===== config.mk =====
export PLATFORM = sky130hd
export DESIGN_NAME = exc_entry_ctl
export DESIGN_NICKNAME = d
export VERILOG_FILES = /design/src/rtl/exc_pkg.sv /design/src/rtl/exc_base_regs.sv /design/src/rtl/exc_vector_calc.sv /design/src/rtl/exc_enable_ctl.sv /design/src/rtl/exc_entry_ctl.sv
export SDC_FILE = /design/constraint.sdc
export NUM_CORES = 1
export LEC_CHECK = 0
export ABC_AREA = 1
export BUFFER_PORTS_ARGS = -buffer_cell sky130_fd_sc_hd__buf_2
export CAP_MARGIN = 20
export CORE_MARGIN = 4
export CORE_UTILIZATION = 45
export CTS_CLUSTER_SIZE = 25
export DETAILED_ROUTE_END_ITERATION = 10
export PLACE_DENSITY = 0.71
export REMOVE_ABC_BUFFERS = 1
export SYNTH_ARGS = -nofsm -noshare
export SYNTH_HDL_FRONTEND = slang
export SYNTH_SLANG_ARGS = --single-unit

===== constraint.sdc =====
create_clock -name clk -period 2.17 [get_ports clk]
set_clock_uncertainty 0.05 [all_clocks]
set_input_delay 0.217 -clock clk [delete_from_list [all_inputs] [get_ports clk]]
set_output_delay 0.217 -clock clk [all_outputs]
set_load 0.03 [all_outputs]

===== src/rtl/exc_pkg.sv =====
package exc_pkg;

    localparam int XLEN       = 32;
    localparam int CAUSE_W    = 3;
    localparam int SLOT_SHIFT = 5;
    localparam int BASE_LSB   = 8;
    localparam int SEL_W      = 2;

    typedef enum logic [CAUSE_W-1:0] {
        C_IBUS  = 3'd0,
        C_DBUS  = 3'd1,
        C_DIVZ  = 3'd2,
        C_IRQ   = 3'd3,
        C_SCALL = 3'd4,
        C_BRK   = 3'd5,
        C_WATCH = 3'd6,
        C_RSVD  = 3'd7
    } cause_e;

    typedef enum logic [SEL_W-1:0] {
        SEL_NBASE = 2'd0,
        SEL_DBASE = 2'd1,
        SEL_CTRL  = 2'd2,
        SEL_EN    = 2'd3
    } cfg_sel_e;

    typedef struct packed {
        logic bie;
        logic eie;
        logic ie;
    } en_t;

    typedef struct packed {
        logic take_norm;
        logic take_dbg;
        logic do_rete;
        logic do_retb;
        logic bad;
    } action_t;

    function automatic logic cause_defined(input cause_e c);
        return c != C_RSVD;
    endfunction

    function automatic logic cause_debug(input cause_e c);
        return (c == C_BRK) || (c == C_WATCH);
    endfunction

endpackage


===== src/rtl/exc_base_regs.sv =====
module exc_base_regs
    import exc_pkg::*;
#(
    parameter int W   = XLEN,
    parameter int LSB = BASE_LSB
) (
    input  logic         clk,
    input  logic         rst,
    input  logic         cfg_we,
    input  cfg_sel_e     cfg_sel,
    input  logic [W-1:0] cfg_wdata,
    output logic [W-1:0] nbase,
    output logic [W-1:0] dbase,
    output logic         remap
);
    localparam int HI_W = W - LSB;

    logic [1:0][HI_W-1:0] base_hi;

    for (genvar g = 0; g < 2; g++) begin : g_base
        localparam cfg_sel_e MY_SEL = (g == 0) ? SEL_NBASE : SEL_DBASE;
        always_ff @(posedge clk) begin
            if (rst)
                base_hi[g] <= '0;
            else if (cfg_we && cfg_sel == MY_SEL)
                base_hi[g] <= cfg_wdata[W-1:LSB];
        end
    end

    always_ff @(posedge clk) begin
        if (rst)
            remap <= 1'b0;
        else if (cfg_we && cfg_sel == SEL_CTRL)
            remap <= cfg_wdata[0];
    end

    assign nbase = {base_hi[0], {LSB{1'b0}}};
    assign dbase = {base_hi[1], {LSB{1'b0}}};

    // a base write lands with its low byte dropped
    a_r10_nbase_write: assert property (@(posedge clk) disable iff (rst)
        (cfg_we && cfg_sel == SEL_NBASE) |=> nbase[W-1:LSB] == $past(cfg_wdata[W-1:LSB]));

endmodule


===== src/rtl/exc_vector_calc.sv =====
module exc_vector_calc
    import exc_pkg::*;
#(
    parameter int W     = XLEN,
    parameter int SHIFT = SLOT_SHIFT
) (
    input  logic         use_debug_base,
    input  logic [W-1:0] nbase,
    input  logic [W-1:0] dbase,
    input  cause_e       cause,
    output logic [W-1:0] vector
);
    logic [W-1:0] base_sel;
    logic [W-1:0] offset;

    always_comb begin
        base_sel = use_debug_base ? dbase : nbase;
        offset   = W'(cause) << SHIFT;
        vector   = base_sel + offset;
    end

endmodule


===== src/rtl/exc_enable_ctl.sv =====
module exc_enable_ctl
    import exc_pkg::*;
(
    input  logic    clk,
    input  logic    rst,
    input  action_t act,
    input  logic    wr_en,
    input  en_t     wr_val,
    output en_t     en_q
);
    en_t en_d;

    always_comb begin
        en_d = en_q;
        if (act.take_norm) begin
            en_d.eie = en_q.eie | en_q.ie;
            en_d.ie  = 1'b0;
        end else if (act.take_dbg) begin
            en_d.bie = en_q.bie | en_q.ie;
            en_d.ie  = 1'b0;
        end else if (act.do_rete) begin
            en_d.ie  = en_q.eie;
        end else if (act.do_retb) begin
            en_d.ie  = en_q.bie;
        end else if (wr_en) begin
            en_d = wr_val;
        end
    end

    always_ff @(posedge clk) begin
        if (rst) en_q <= '0;
        else     en_q <= en_d;
    end

    // any entry leaves the global enable cleared
    a_r5_ie_cleared: assert property (@(posedge clk) disable iff (rst)
        (act.take_norm || act.take_dbg) |=> !en_q.ie);
    // entering with enable low keeps the saved bit
    a_r5_eie_kept: assert property (@(posedge clk) disable iff (rst)
        (act.take_norm && !en_q.ie) |=> en_q.eie == $past(en_q.eie));
    // debug entry leaves the exception-saved bit alone
    a_r6_eie_untouched: assert property (@(posedge clk) disable iff (rst)
        act.take_dbg |=> en_q.eie == $past(en_q.eie));
    // return restores from the exception-saved bit
    a_r8_restore: assert property (@(posedge clk) disable iff (rst)
        act.do_rete |=> en_q.ie == $past(en_q.eie));
    // an undefined cause changes nothing
    a_r11_bad_quiet: assert property (@(posedge clk) disable iff (rst)
        act.bad |=> en_q == $past(en_q));

endmodule


===== src/rtl/exc_entry_ctl.sv =====
module exc_entry_ctl
    import exc_pkg::*;
(
    input  logic                clk,
    input  logic                rst,
    input  logic                exc_req,
    input  logic [CAUSE_W-1:0]  exc_cause,
    input  logic [XLEN-1:0]     exc_pc,
    input  logic                ret_exc,
    input  logic                ret_dbg,
    input  logic                cfg_we,
    input  logic [SEL_W-1:0]    cfg_sel,
    input  logic [XLEN-1:0]     cfg_wdata,
    output logic [XLEN-1:0]     cfg_rdata,
    output logic                redirect_valid,
    output logic [XLEN-1:0]     redirect_pc,
    output logic                link_we,
    output logic                link_sel,
    output logic [XLEN-1:0]     link_data,
    output logic                cause_err
);
    cause_e          cause;
    cfg_sel_e        sel;
    action_t         act;
    en_t             en_q;
    en_t             en_wr;
    logic            en_wr_en;
    logic [XLEN-1:0] nbase, dbase, vector;
    logic            remap;
    logic [XLEN-1:0] ea_q, ba_q;

    assign cause = cause_e'(exc_cause);
    assign sel   = cfg_sel_e'(cfg_sel);

    always_comb begin
        act           = '0;
        act.take_norm = exc_req && cause_defined(cause) && !cause_debug(cause);
        act.take_dbg  = exc_req && cause_debug(cause);
        act.bad       = exc_req && !cause_defined(cause);
        act.do_rete   = !exc_req && ret_exc;
        act.do_retb   = !exc_req && !ret_exc && ret_dbg;
    end

    assign en_wr_en = cfg_we && sel == SEL_EN && !exc_req && !ret_exc && !ret_dbg;
    assign en_wr    = en_t'(cfg_wdata[2:0]);

    exc_base_regs u_base (
        .clk       (clk),
        .rst       (rst),
        .cfg_we    (cfg_we),
        .cfg_sel   (sel),
        .cfg_wdata (cfg_wdata),
        .nbase     (nbase),
        .dbase     (dbase),
        .remap     (remap)
    );

    exc_vector_calc u_vec (
        .use_debug_base (act.take_dbg || remap),
        .nbase          (nbase),
        .dbase          (dbase),
        .cause          (cause),
        .vector         (vector)
    );

    exc_enable_ctl u_en (
        .clk    (clk),
        .rst    (rst),
        .act    (act),
        .wr_en  (en_wr_en),
        .wr_val (en_wr),
        .en_q   (en_q)
    );

    always_ff @(posedge clk) begin
        if (rst) begin
            ea_q <= '0;
            ba_q <= '0;
        end else begin
            if (act.take_norm) ea_q <= exc_pc;
            if (act.take_dbg)  ba_q <= exc_pc;
        end
    end

    always_ff @(posedge clk) begin
        if (rst) begin
            redirect_valid <= 1'b0;
            redirect_pc    <= '0;
            link_we        <= 1'b0;
            link_sel       <= 1'b0;
            link_data      <= '0;
            cause_err      <= 1'b0;
        end else begin
            redirect_valid <= act.take_norm || act.take_dbg || act.do_rete || act.do_retb;
            link_we        <= act.take_norm || act.take_dbg;
            link_sel       <= act.take_dbg;
            link_data      <= (act.take_norm || act.take_dbg) ? exc_pc : '0;
            cause_err      <= act.bad;
            if (act.take_norm || act.take_dbg) redirect_pc <= vector;
            else if (act.do_rete)              redirect_pc <= ea_q;
            else if (act.do_retb)              redirect_pc <= ba_q;
            else                               redirect_pc <= '0;
        end
    end

    always_comb begin
        unique case (sel)
            SEL_NBASE: cfg_rdata = nbase;
            SEL_DBASE: cfg_rdata = dbase;
            SEL_CTRL:  cfg_rdata = {{(XLEN-1){1'b0}}, remap};
            default:   cfg_rdata = {{(XLEN-3){1'b0}}, en_q};
        endcase
    end

    // entry redirects land on a 32-byte slot
    a_r2_slot_aligned: assert property (@(posedge clk) disable iff (rst)
        link_we |-> redirect_pc[SLOT_SHIFT-1:0] == '0);
    // a link strobe always accompanies a redirect
    a_r3_link_with_redirect: assert property (@(posedge clk) disable iff (rst)
        link_we |-> redirect_valid);
    // error pulse carries no redirect or link write
    a_r11_err_silent: assert property (@(posedge clk) disable iff (rst)
        cause_err |-> (!redirect_valid && !link_we));
    // debug entry records the faulting PC in the breakpoint register
    a_r4_ba_capture: assert property (@(posedge clk) disable iff (rst)
        (link_we && link_sel) |-> ba_q == link_data);

endmodule


After elaboration in Yosys (flattened, before gate mapping)
Cells that the tools add are included.
W data, S select, Z words.
{"block": "word_totals", "elab_cells": 76, "out_inout_bits": 100, "regBits": 184, "in_bits": 75}
{"block": "classes", "reduce_logical": 32, "addsub": 1, "mux": 14, "eq_ne": 11, "bitwise_logic": 4}
{"operator": "$mux W32", "count": 4}
{"operator": "$pmux W32 S3", "count": 1}
{"operator": "$add A32 B8 Y32", "count": 1}
{"operator": "$logic_and A1 B1 Y1", "count": 14}
{"operator": "$ne A2 B1 Y1 const B", "count": 5}
{"operator": "$reduce_and A4 Y1", "count": 2}
{"operator": "$eq A3 B3 Y1 const B", "count": 2}
{"operator": "$mux W2", "count": 3}
{"operator": "$logic_not A1 Y1", "count": 5}
{"operator": "$logic_or A1 B1 Y1", "count": 5}
{"operator": "$mux W1", "count": 5}
{"operator": "$eq A2 B2 Y1 const B", "count": 2}
{"operator": "$reduce_bool A2 Y1", "count": 2}
{"operator": "$mux W3", "count": 1}
{"operator": "$ne A3 B3 Y1 const B", "count": 1}
{"operator": "$reduce_bool A3 Y1", "count": 1}
{"operator": "$reduce_or A3 Y1", "count": 1}
{"operator": "$eq A2 B1 Y1 const B", "count": 1}
{"operator": "$logic_not A2 Y1", "count": 1}
{"operator": "$not A1 Y1", "count": 2}
{"operator": "$or A1 B1 Y1", "count": 2}
{"operator": "$reduce_or A2 Y1", "count": 1}

Depth between registers and ports, before layout
Gate-level depths: netlist (run 1).
{"block": "logic_depth", "depth_word": 10, "ltp_mapped": 10, "mapped_depth_nobuf": 9}

Cells and area by module
From an unflattened synthesis (run 1), not the netlist that was laid out.
{"block": "unflattened", "hier_cells": 1449, "area_unflattened_um2": 9351.5}
{"mod": "exc_entry_ctl", "instances": 1, "seq_area_each_um2": 2642.5, "area_per_inst_um2": 5581.6, "cells_each": 801}
{"mod": "exc_base_regs", "instances": 1, "seq_area_each_um2": 980.9, "area_per_inst_um2": 2245.9, "cells_each": 338}
{"mod": "exc_vector_calc", "instances": 1, "seq_area_each_um2": 0.0, "area_per_inst_um2": 1291.2, "cells_each": 267}
{"mod": "exc_enable_ctl", "instances": 1, "seq_area_each_um2": 60.1, "area_per_inst_um2": 232.7, "cells_each": 43}

Worst setup path after synthesis (run 1)
No wires, ideal clock.
{"block": "synth_path", "path_kind": "in2out", "start": "in cfg_sel[0]", "end": "out cfg_rdata[10]", "stages": 5, "t_required_ns": 1.903, "path_slack_ns": 0.746, "n_path_buf": 1, "arrival_time_ns": 1.157, "path_cell_list": "inv_1 > nor2_1 > inv_1 > buf_1 > o22ai_1"}
{"block": "synth_between", "elab_chain_cells": 2, "elab_cells_between_ends": 4, "classes_between": "eq/ne: 2; mux: 1; reduce/logical: 1"}
{"item": "start, declared", "line": "exc_entry_ctl.sv:12", "source": "input logic [SEL_W-1:0] cfg_sel,"}
{"item": "$eq A2 B2 Y1 (tied with other cells)", "line": "exc_entry_ctl.sv:107", "source": "unique case (sel)"}
{"item": "$pmux W32 S3 *", "line": "exc_entry_ctl.sv:107"}
{"item": "end, declared", "line": "exc_entry_ctl.sv:14", "source": "output logic [XLEN-1:0] cfg_rdata,"}
Every way passes the cells marked *; elsewhere a longest branch is shown, timed or not.

Worst setup path in the final report (run 1)
{"block": "layout_path", "start": "in cfg_sel[0]", "end": "out cfg_rdata[23]"}
Same word-level chain as after synthesis.

==> metrics.log, run 1 <==
[metrics] complex-gate fraction of the synthesized area: 0.201
[metrics] half-perimeter wire length of the detailed placement result: 11800 um
[metrics] number of instances in the synthesized netlist: 880
[metrics] H-Tree Level Count: 4
[metrics] sequence of cells on the critical path: buf_2, inv_1, nor2_1, inv_1, o22ai_1, buf_2
[metrics] class of the worst hold path: in2reg
[metrics] reg2reg start: ea_q[6]
[metrics] fraction of the mapped netlist area in simple logic gates: 0.142
[metrics] startpoint of the tightest hold check path: exc_pc[19]
[metrics] Worst Setup SP: cfg_sel[0]
[metrics] Clock Path Buffers: 2
[metrics] Setup crit start kind: input port
[metrics] DRC violation count after routing: 0
[metrics] TritonCTS clock tree: built
[metrics] dominant cells by area after synthesis: sky130_fd_sc_hd__dfxtp_1, sky130_fd_sc_hd__o21ai_0, sky130_fd_sc_hd__inv_1
[metrics] yosys warns: 0
[metrics] x dimension of the die: roughly 130 um
[metrics] share of synthesized registers carrying an async set or reset: 0
[metrics] cell with the largest stage delay on the worst path: sky130_fd_sc_hd__inv_1
[metrics] number of flops mapped to enable cells by yosys: 0
[metrics] Fillers: 1359
[metrics] routed length per placed instance: 14.9 um
[metrics] diode insertion count for antenna repair: 0
[metrics] multiplexer area fraction after synthesis: 0
[metrics] part of the cycle the worst path needs: 0.859
[metrics] later-pin clock latency in the skew report: 0.43 ns
[metrics] Num CTS Buffers: 17
[metrics] fraction of final layout cells with drive strength greater than 1: 0.209
[metrics] multi-input combinational cell area: 2380 sq um
[metrics] final worst hold slack: 0.0146 ns
[metrics] Nets: 1129
[metrics] Avg Inst Size Synth: 7.80 sq um
[metrics] post-synth design cell area: about 6900 sq um
[metrics] Max-Slew Margin vs Limit: 0.404
[metrics] total congestion overflow after global routing: 0
[metrics] longest individual stage delay on the worst path: 0.65 ns
[metrics] Post-Route WL: 18600 um
[metrics] PostCTS Resize Cnt: 0
[metrics] RSZ-0062 raised after global routing: no
[metrics] area used by sequential logic in the layout: 3680 sq um
[metrics] number of sinks handled by clock tree synthesis: 184
[metrics] post-route ant nets: 0
[metrics] max frequency: approximately 540 MHz
[metrics] Worst VDD drop: 0.000664 V
[metrics] PD cells: between 800 and 900 nW/um^2
[metrics] clock-pin slew reported for the worst setup and hold paths after clock tree synthesis: 0.07 ns
[metrics] crit path time final: 1.86 ns
[metrics] sort of element at the end of the critical path: primary output
[metrics] placeable core area: 14800 sq um
[metrics] actual transition at the worst max-transition pin: roughly 0.89 ns
[metrics] outcome: completed
[metrics] synthesized-area fraction occupied by adder cells: 0
[metrics] vias in the first global route: 5801
[metrics] I/O Buffers: 164
[metrics] most frequently used flop master after synthesis: sky130_fd_sc_hd__dfxtp_1
[metrics] global placer's final weighted congestion: 0.826
[metrics] initial core utilization: 0.465
[metrics] r2r setup slk: 0.77 ns
[metrics] Die Y: between 100 and 150 um
[metrics] most used standard cell by instance count after synthesis: sky130_fd_sc_hd__dfxtp_1
[metrics] Setup-failing EPs final: 0
[metrics] distinct cell type count of the synthesized netlist: 21
[metrics] total power of the final layout: between 7 and 8 mW
[metrics] global-route wire length before repair: 29900 um
[metrics] IO Pins: 175
[metrics] Synth top area share: 0.536
[metrics] Cell Rows: 44
[metrics] combinational family with the most area after synthesis: compound AO/OA/AOI/OAI gates
[metrics] P_leak: 4.10 nW
[metrics] xor and xnor fraction of the mapped netlist area: 0
[metrics] fin. max-slew vios: 0
[metrics] number of detailed-route iterations in the first pass: 4
[metrics] Layout Area Growth over Synthesis: 26.1%
[metrics] maxcap violations: 0
[metrics] Max Fanout on Critical Path: 24
[metrics] dpl ws: 0.337 ns
[metrics] sequential share of the synthesized area: 0.536
[metrics] via count: 6313
[metrics] vias per cell: between 5 and 6
[metrics] area enclosed by the die boundary: ~17000 sq um
[metrics] worst endpoint data arrival time: 1.60 ns
[metrics] initial antenna violation count: 0
[metrics] required time reported for the critical path endpoint: 1.90 ns
[metrics] DRC marker count from the first detailed-route iteration: 515
[metrics] maximum number of pins on one net before global-route repair: 59
[metrics] setup slack after layout: 0.306 ns
[metrics] Hold Violations, Final: 0
[metrics] Root Driver: sky130_fd_sc_hd__clkbuf_16
[metrics] number of flip-flops and latches in the synthesized netlist: ~180
[metrics] library cell with the largest summed area after synthesis: sky130_fd_sc_hd__dfxtp_1
[metrics] leading post-synthesis cells by instance count: sky130_fd_sc_hd__dfxtp_1, sky130_fd_sc_hd__inv_1, sky130_fd_sc_hd__nand2_1
[metrics] classification of the worst setup path: in2out
[metrics] total negative setup slack: 0 ns
[metrics] total routing usage reported by global routing: 0.212
[placed cells by master, fill, tap and decap left out, types with 15 or more instances in the layout]
master,n
sky130_fd_sc_hd__inv_1,133
sky130_fd_sc_hd__clkbuf_16,17
sky130_fd_sc_hd__dlygate4sd3_1,31
sky130_fd_sc_hd__buf_4,15
sky130_fd_sc_hd__o21ai_0,115
sky130_fd_sc_hd__nor2_1,46
sky130_fd_sc_hd__nand3_1,56
sky130_fd_sc_hd__buf_2,164
sky130_fd_sc_hd__a21oi_1,86
sky130_fd_sc_hd__nand2_1,124
sky130_fd_sc_hd__dfxtp_1,184
sky130_fd_sc_hd__o22ai_1,59
[sequential cells by signal (all words and copies together) (netlist names)]
register        flops
cause_err           1
u_base.nbase       24
link_we             1
ba_q               32
link_sel            1
u_base.dbase       24
u_base.remap        1
link_data          32
ea_q               32
u_en.en_q           3
redirect_pc        32
redirect_valid      1
[area by class of cell]
cell class	instances	share of cell area
sequential	184	0.425
multi-input combinational	500	0.274
timing repair buffer	211	0.146
clock buffer	20	0.0527
tap	184	0.0266
clock inverter	12	0.0143
inverter	140	0.0607
[metrics by stage]
stage / instances / cell area, sq um / util
6_report: 1251 / 8660 / 0.587
5_1_grt: 1251 / 8660 / 0.587
4_1_cts: 1251 / 8660 / 0.587
3_5_place_dp: 1188 / 7770 / 0.527
3_3_place_gp: 1188 / 7770 / 0.527
2_1_floorplan: 824 / 6590 / -
[path summary, 6_finish.rpt]
path / endpoint / cells after the start
worst min-delay path: link_data[19] / 3
worst max-delay path: cfg_rdata[23] / 6
worst max register to register: redirect_pc[6] / 5
worst min register to register: ea_q[1] / 2
[what timing repair did]
| action | CTS | global route |
|---|---|---|
| hold buffers | 31 | 0 |
| buffers inserted | 0 | 0 |
| hold endpoints to repair | 36 | 0 |
[per-layer routing]
layer | vias up | GRT usage | part of all wire
li1 | 3185 | - | -
met1 | 2857 | 0.288 | 0.45
met2 | 251 | 0.327 | 0.46
met3 | 20 | 0.0528 | 0.075
met4 | 0 | 0.0834 | 0.017
met5 | - | 0 | 0
[logic make-up after synthesis]
| kind of cell | count (synthesis) |
|---|---|
| simple gates | 234 |
| flops | 184 |
| compound gates | 261 |
| buf+inv | 200 |
| other cells | 1 |
[worst max-delay path, delay by kind of cell]
family / cells / cell delay (ns)
AND/OR/NAND/NOR: 1 / 0.06
AO/OA/AOI/OAI: 1 / 0.22
buffers and inverters: 4 / 1.10
[report_power, final]
part           switching (mW)  internal, mW  total [mW]
sequential             0.0489          3.55        3.60
clock                    1.29          1.75        3.04
combinational           0.622         0.298       0.921
total                    1.96          5.60        7.56
No activity file was read; power rests on OpenSTA's default activity.
==> inputs of run 2 (changes only) <==
==> constraint.sdc (replaced) <==
create_clock -name clk -period 2.17 [get_ports clk]
set_clock_uncertainty 0.05 [all_clocks]
set_input_delay 0.1085 -clock clk [delete_from_list [all_inputs] [get_ports clk]]
set_output_delay 0.1085 -clock clk [all_outputs]
set_load 0.03 [all_outputs]
==> run 2 against run 1 <==
Effect of this change:
- cell count up 2.5%
- die area did not move
- non-clock buffer count is 34 higher
- flip-flop and latch count unchanged
- core utilization up 2.3 points
- count of clock-buffer cells in the layout up 1
- design area increased by 4.0%
- first-iteration DRC count shrank 16%
- sequential share of layout area fell by 1.6 points
- power is 0.72% lower
- register-to-register slack worse by 0.10 ns
- critical path depth up 1
- largest power group unchanged
==> metrics.log, run 2 (synthesized netlist as in run 1, its figures left out) <==
[metrics] category of cells accounting for the largest share of critical-path delay: buffers and inverters
[metrics] classification of the worst setup path: in2reg
[metrics] Worst VDD drop: 0.000784 V (+18%)
[metrics] cell count of the worst reg-to-reg path: 4 (-1)
[metrics] maximum number of pins on one net before global-route repair: 59 (unchanged)
[metrics] required time reported for the critical path endpoint: 2.49 ns (+0.59 ns)
[metrics] DRC violation count after routing: 0 (unchanged)
[metrics] clock-pin slew reported for the worst setup and hold paths after clock tree synthesis: 0.07 ns (about the same)
[metrics] Critical path buffers and inverters: 5 (+1)
[metrics] multi-input combinational cell area: 2380 sq um (unchanged)
[metrics] switching fraction of total power: 0.257 (-0.00228)
[metrics] Critical R2R Capture: u_base.remap
[metrics] final std cell area, no fill: 9000 sq um (+4.0%)
[metrics] sequence of cells on the critical path: dlygate4sd3_1, buf_2, inv_2, buf_4, o21ai_0, a21oi_1, dlygate4sd3_1
[metrics] global-route wire length before repair: 31500 um (+5.5%)
[metrics] cell with the largest stage delay on the worst path: sky130_fd_sc_hd__dlygate4sd3_1
[metrics] number of detailed-route iterations in the first pass: 5 (+1)
[metrics] actual transition at the worst max-transition pin: 0.934 ns (+0.0408 ns)
[metrics] most common cell type on the critical path: sky130_fd_sc_hd__dlygate4sd3_1
[metrics] Post-Route WL: 19300 um (+3.7%)
[metrics] r2r setup slk: 0.67 ns (-0.10 ns)
[metrics] Max-Slew Margin vs Limit: 0.377 (-0.0272)
[metrics] P_leak: 4.25 nW (+3.7%)
[metrics] RSZ-0062 raised after global routing: no
[metrics] Setup crit start kind: input port
[metrics] DRC marker count from the first detailed-route iteration: 433 (-16%)
[metrics] total routing usage reported by global routing: 0.222 (+0.00942)
[metrics] number of cells on the worst hold path: 5 (+2)
[metrics] Num CTS Buffers: 17 (unchanged)
[metrics] placeable core area: 14800 sq um (unchanged)
[metrics] later-pin clock latency in the skew report: 0.42 ns (about the same)
[metrics] half-perimeter wire length of the detailed placement result: 11900 um (+0.98%)
[metrics] I/O Buffers: 164 (unchanged)
[metrics] Die Y: 132 um (unchanged)
[metrics] crit path time final: 1.72 ns (-0.147 ns)
[metrics] number of setup buffers added after CTS: 0 (unchanged)
[metrics] global placer's final weighted congestion: 0.862 (+4.3%)
[metrics] total negative setup slack: 0 ns (unchanged)
[metrics] TritonCTS clock tree: built
[metrics] Hold Violations, Final: 0 (unchanged)
[metrics] max frequency: 582 MHz (+8.5%)
[metrics] PD cells: 833 nW/um^2 (-4.5%)
[metrics] initial core utilization: 0.465 (unchanged)
[metrics] IO Pins: 175 (unchanged)
[metrics] post-detailed-placement cell area: 7780 sq um (+0.13%)
[metrics] x dimension of the die: 132 um (unchanged)
[metrics] class of the worst hold path: in2reg
[metrics] Nets: 1163 (+3.0%)
[metrics] Worst Setup SP: rst
[metrics] fraction of final layout cells with drive strength greater than 1: 0.199 (-0.00954)
[metrics] Layout Area Growth over Synthesis: 31.1%
[metrics] longest individual stage delay on the worst path: 0.55 ns (-0.10 ns)
[metrics] area enclosed by the die boundary: 17300 sq um (unchanged)
[metrics] worst endpoint data arrival time: 2.04 ns (+0.44 ns)
[metrics] post-route ant nets: 0 (unchanged)
[metrics] Cell Rows: 44 (unchanged)
[metrics] routed length per placed instance: 15.0 um (+1.1%)
[metrics] diode insertion count for antenna repair: 0 (unchanged)
[metrics] vias in the first global route: 6088 (+4.9%)
[metrics] initial antenna violation count: 0 (unchanged)
[metrics] highest-count cells in the layout ignoring fill and taps: sky130_fd_sc_hd__dfxtp_1, sky130_fd_sc_hd__buf_2, sky130_fd_sc_hd__inv_1, sky130_fd_sc_hd__nand2_1, sky130_fd_sc_hd__o21ai_0
[metrics] Post-CTS Hold Fix Bufs: 67 (+120%)
[metrics] number of sinks handled by clock tree synthesis: 184 (unchanged)
[metrics] vias per cell: 5.00 (-0.93%)
[metrics] via count: 6409 (+1.5%)
[metrics] combinational share of power: 0.130 (+0.008)
[metrics] leading cell type in the layout, fill and taps excluded: sky130_fd_sc_hd__dfxtp_1
[metrics] register share of total power: 0.480 (+0.004)
[metrics] Clock Path Buffers: 2 (unchanged)
[metrics] Switching Power: 1.93 mW (-1.6%)
[metrics] Setup-failing EPs final: 0 (unchanged)
[metrics] reg2reg start: u_base.remap
[metrics] Max Fanout on Critical Path: 28 (+17%)
[metrics] Fillers: 1324 (-2.6%)
[metrics] proportion of power drawn by the clock network: 0.389 (-0.013)
[metrics] Root Driver: sky130_fd_sc_hd__clkbuf_16
[metrics] PostCTS Resize Cnt: 0 (unchanged)
[metrics] sort of element at the end of the critical path: register
[metrics] part of the cycle the worst path needs: 0.792 (-0.0676)
[metrics] maxcap violations: 0 (unchanged)
[metrics] startpoint of the tightest hold check path: ret_dbg
[metrics] Hold Path End: u_en.en_q[0]
[metrics] outcome: completed
[metrics] cell-internal power: 5.58 mW (-0.42%)
[metrics] total congestion overflow after global routing: 0 (unchanged)
[metrics] area used by sequential logic in the layout: 3680 sq um (unchanged)
[metrics] H-Tree Level Count: 4 (unchanged)
[metrics] fin. max-slew vios: 0 (unchanged)
run 2: cell count changes in the layout (fill, tap and decap cells not counted):
cell,previous run,this run
sky130_fd_sc_hd__buf_12,1,3
sky130_fd_sc_hd__buf_4,15,11
sky130_fd_sc_hd__bufinv_16,2,1
sky130_fd_sc_hd__clkbuf_1,1,0
sky130_fd_sc_hd__clkbuf_8,2,4
sky130_fd_sc_hd__clkinv_4,0,1
sky130_fd_sc_hd__clkinvlp_4,4,0
sky130_fd_sc_hd__dlygate4sd3_1,31,67
run 2: metal layers:
metal	up-vias	track usage	wire, um
li1	3257	-	-
met1	2910	0.298	8720
met2	223	0.358	9080
met3	19	0.0535	1210
met4	0	0.0618	250
met5	-	0	0
run 2: final cells by class:
type,count,area share
multi-input combinational,500,0.264
inverter,140,0.0584
sequential,184,0.409
timing repair buffer,245,0.182
tap,184,0.0256
clock buffer,21,0.0534
clock inverter,8,0.00806
run 2: power groups by stage:
stage,Sequential (mW),Clock [mW],Combinational (mW)
3_5_place_dp,3.68,0,0.873
4_1_cts,3.60,2.97,0.971
5_1_grt,3.62,3.13,1.08
2_1_floorplan,3.78,0,0.441
6_report,3.60,2.92,0.978
3_3_place_gp,3.67,0,0.861
run 2: worst max path at each step:
stage                            to  slack (ns)  depth (start not counted)
floorplan                   ba_q[0]        0.33                          3
global placement      cfg_rdata[23]        0.55                          6
detailed placement    cfg_rdata[30]        0.57                          6
CTS                    u_base.remap        0.49                          7
global route        redirect_pc[16]        0.33                         11
finish                 u_base.remap        0.45                          7
run 2: worst min-delay path, delay by kind of cell:
family,cells,cell delay (ns)
buffers and inverters,1,0.13
AOI/OAI and AO/OA,1,0.06
and+or+nand+nor,3,0.23
run 2: per-stage QoR:
| stage | hold WS [ns] | total power, mW | worst slack, ns | util | cells |
|---|---|---|---|---|---|
| 2_1_floorplan | 0.128 | 4.22 | 0.334 | - | 824 |
| 3_3_place_gp | 0.310 | 4.53 | 0.550 | 0.527 | 1186 |
| 6_report | 0.0908 | 7.50 | 0.452 | 0.610 | 1282 |
| 3_5_place_dp | 0.315 | 4.55 | 0.568 | 0.527 | 1186 |
| 5_1_grt | 0.118 | 7.83 | 0.331 | 0.610 | 1282 |
| 4_1_cts | 0.0719 | 7.55 | 0.492 | 0.610 | 1282 |
==> inputs of run 3 (changes only) <==
==> constraint.sdc (replaced) <==
create_clock -name clk -period 1.7 [get_ports clk]
set_clock_uncertainty 0.05 [all_clocks]
set_input_delay 0.085 -clock clk [delete_from_list [all_inputs] [get_ports clk]]
set_output_delay 0.085 -clock clk [all_outputs]
set_load 0.03 [all_outputs]
==> run 3 against run 2 <==
Effect of this change:
- power grew 25%
- non-clock buffer count grew 5
- sequential power grew 28%
- largest cell class unchanged
- clock power grew 20%
- count of clock-buffer cells in the layout grew 2
- core utilization grew 0.23 points
- first-iteration DRC count grew 37%
- via count grew 1.7%
==> metrics.log, run 3 (synthesized netlist as in run 1, its figures left out) <==
[metrics] Post-Route WL: 19500 um (+1.1%)
[metrics] classification of the worst setup path: reg2reg
[metrics] global placer's final weighted congestion: 0.816 (-5.3%)
[metrics] highest signal layer in the routed design: met4
[metrics] non-filler cells in the finished layout: 1290 (+0.62%)
[metrics] r2r setup slk: 0.16 ns (-0.51 ns)
[metrics] vias in the first global route: 6156 (+1.1%)
[metrics] placed cell count: 1190 (+0.34%)
[metrics] total power of the final layout: 9.38 mW (+25%)
[metrics] routed length per placed instance: 15.1 um (+0.45%)
[metrics] required time reported for the critical path endpoint: 1.96 ns (-0.53 ns)
[metrics] total negative setup slack: 0 ns (unchanged)
[metrics] x dimension of the die: 132 um (unchanged)
[metrics] startpoint of the tightest hold check path: ret_dbg
[metrics] met2 WL post-DR: 8830 um (-2.8%)
[metrics] sort of element at the end of the critical path: register
[metrics] DRC violation count after routing: 0 (unchanged)
[metrics] Hold Violations, Final: 0 (unchanged)
[metrics] number of detailed-route iterations in the first pass: 5 (unchanged)
[metrics] max frequency: 648 MHz
[metrics] fin. max-slew vios: 0 (unchanged)
[metrics] total congestion overflow after global routing: 0 (unchanged)
[metrics] global-route wire length before repair: 31400 um (-0.29%)
[metrics] fraction of final layout cells with drive strength greater than 1: 0.200 (+0.000546)
[metrics] maxcap violations: 0 (unchanged)
[metrics] Fillers: 1323 (-0.076%)
[metrics] leading cell type in the layout, fill and taps excluded: sky130_fd_sc_hd__dfxtp_1
[metrics] reg2reg start: u_base.remap
[metrics] vias per cell: 5.05 (+1.1%)
[metrics] Layout Area Growth over Synthesis: 31.6%
[metrics] met1 WL: 8990 um (+3.1%)
[metrics] H-Tree Level Count: 4 (unchanged)
[metrics] total routing usage reported by global routing: 0.223 (+0.00116)
[metrics] worst endpoint data arrival time: 1.80 ns (-0.24 ns)
[metrics] Worst VDD drop: 0.000866 V (+10%)
[metrics] TritonCTS clock tree: built
[metrics] Num CTS Buffers: 17 (unchanged)
[metrics] Clock Path Buffers: 2 (unchanged)
[metrics] Nets: 1168 (+0.43%)
[metrics] Die Y: 132 um (unchanged)
[metrics] P_leak: 4.26 nW (+0.15%)
[metrics] outcome: completed
[metrics] maximum number of pins on one net before global-route repair: 59 (unchanged)
[metrics] number of cells on the worst hold path: 5 (unchanged)
[metrics] final cell utilization of the core: 0.612 (+0.00229)
[metrics] Setup crit start kind: register
[metrics] part of the cycle the worst path needs: 0.907
[metrics] DRC marker count from the first detailed-route iteration: 593 (+37%)
[metrics] highest-count cells in the layout ignoring fill and taps: sky130_fd_sc_hd__dfxtp_1, sky130_fd_sc_hd__buf_2, sky130_fd_sc_hd__inv_1, sky130_fd_sc_hd__nand2_1, sky130_fd_sc_hd__o21ai_0
[metrics] initial antenna violation count: 1 (+1)
[metrics] RSZ-0062 raised after global routing: no
[metrics] Cell Rows: 44 (unchanged)
[metrics] Root Driver: sky130_fd_sc_hd__clkbuf_16
[metrics] Hold Path End: u_en.en_q[0]
[metrics] I/O Buffers: 164 (unchanged)
[metrics] Max Fanout on Critical Path: 25 (-11%)
[metrics] area enclosed by the die boundary: 17300 sq um (unchanged)
[metrics] initial core utilization: 0.465 (unchanged)
[metrics] placeable core area: 14800 sq um (unchanged)
[metrics] clock-pin slew reported for the worst setup and hold paths after clock tree synthesis: 0.07 ns (about the same)
[metrics] later-pin clock latency in the skew report: 0.43 ns (about the same)
[metrics] IO Pins: 175 (unchanged)
[metrics] number of sinks handled by clock tree synthesis: 184 (unchanged)
[metrics] via count: 6519 (+1.7%)
[metrics] half-perimeter wire length of the detailed placement result: 11900 um (about the same)
[metrics] number of setup buffers added after CTS: 0 (unchanged)
[metrics] met3 routed wirelength: 1270 um (+4.6%)
[metrics] PD cells: 1040 nW/um^2 (+25%)
[metrics] Critical R2R Capture: u_base.remap
[metrics] crit path time final: 1.54 ns
[metrics] Setup-failing EPs final: 0 (unchanged)
[metrics] class of the worst hold path: in2reg
[metrics] cell count of the worst reg-to-reg path: 4 (unchanged)
[metrics] post-route ant nets: 0 (unchanged)
## run 3: cell count changes in the layout (fill, tap and decap cells not counted), sizes merged
cell,delta
buf,+4
clkbuf,+2
clkinvlp,+2
bufinv,-1
clkinv,-1
diode,+1
dlygate4sd3,+1
## run 3: worst max path at each step
stage,start,to,slack (ns),cells past startpoint
finish,u_base.remap,u_base.remap,0.16,4
CTS,exc_cause[1],redirect_pc[17],0.11,11
floorplan,rst,ba_q[0],-0.11,3
detailed placement,exc_cause[1],redirect_pc[17],0.24,10
global placement,exc_cause[1],redirect_pc[17],0.24,10
global route,exc_cause[0],redirect_pc[16],0.04,9
## run 3: routing by layer
layer  track usage  vias up
met5             0        -
met4        0.0817        0
met3        0.0524       31
met2         0.347      228
met1         0.304     2993
li1              -     3267
## run 3: stage by stage
step | setup WS, ns | hold slack [ns] | area (sq um)
2_1_floorplan | -0.112 | 0.104 | 6590
3_3_place_gp | 0.242 | 0.286 | 7830
3_5_place_dp | 0.236 | 0.294 | 7830
4_1_cts | 0.114 | 0.0383 | 9030
5_1_grt | 0.0432 | 0.0620 | 9040
6_report | 0.158 | 0.0547 | 9040
## run 3: report_power, final
group | total, mW | internal (mW) | switching (mW) | leakage [nW]
clock | 3.51 | 1.93 | 1.58 | 0.253
sequential | 4.60 | 4.53 | 0.0664 | 1.51
combinational | 1.26 | 0.453 | 0.812 | 2.50
total | 9.38 | 6.92 | 2.46 | 4.26
## run 3: final cells by class
cell class / count / area (sq um) / share of cell area
clock buffers: 23 / 468 / 0.0518
clock inverters: 8 / 48.8 / 0.00540
diodes: 1 / 2.50 / 0.000277
multi-input cells: 500 / 2380 / 0.263
flip-flops and latches: 184 / 3680 / 0.408
inverters: 140 / 528 / 0.0584
repair buffers: 250 / 1700 / 0.188
well taps: 184 / 230 / 0.0255
## run 3: worst max-delay path, stage by stage (launching register included)
cell and delay [ns]:
sky130_fd_sc_hd__dfxtp_1 0.31, sky130_fd_sc_hd__clkinv_1 0.06, sky130_fd_sc_hd__buf_4 0.29, sky130_fd_sc_hd__a21oi_1 0.12
sky130_fd_sc_hd__dlygate4sd3_1 0.58
## run 3: what timing repair did
action                                  in CTS  in global routing
resized for setup                            0                  2
hold endpoints to repair                   154                  0
endpoints found under the setup margin       0                 12
hold buffers                                68                  0
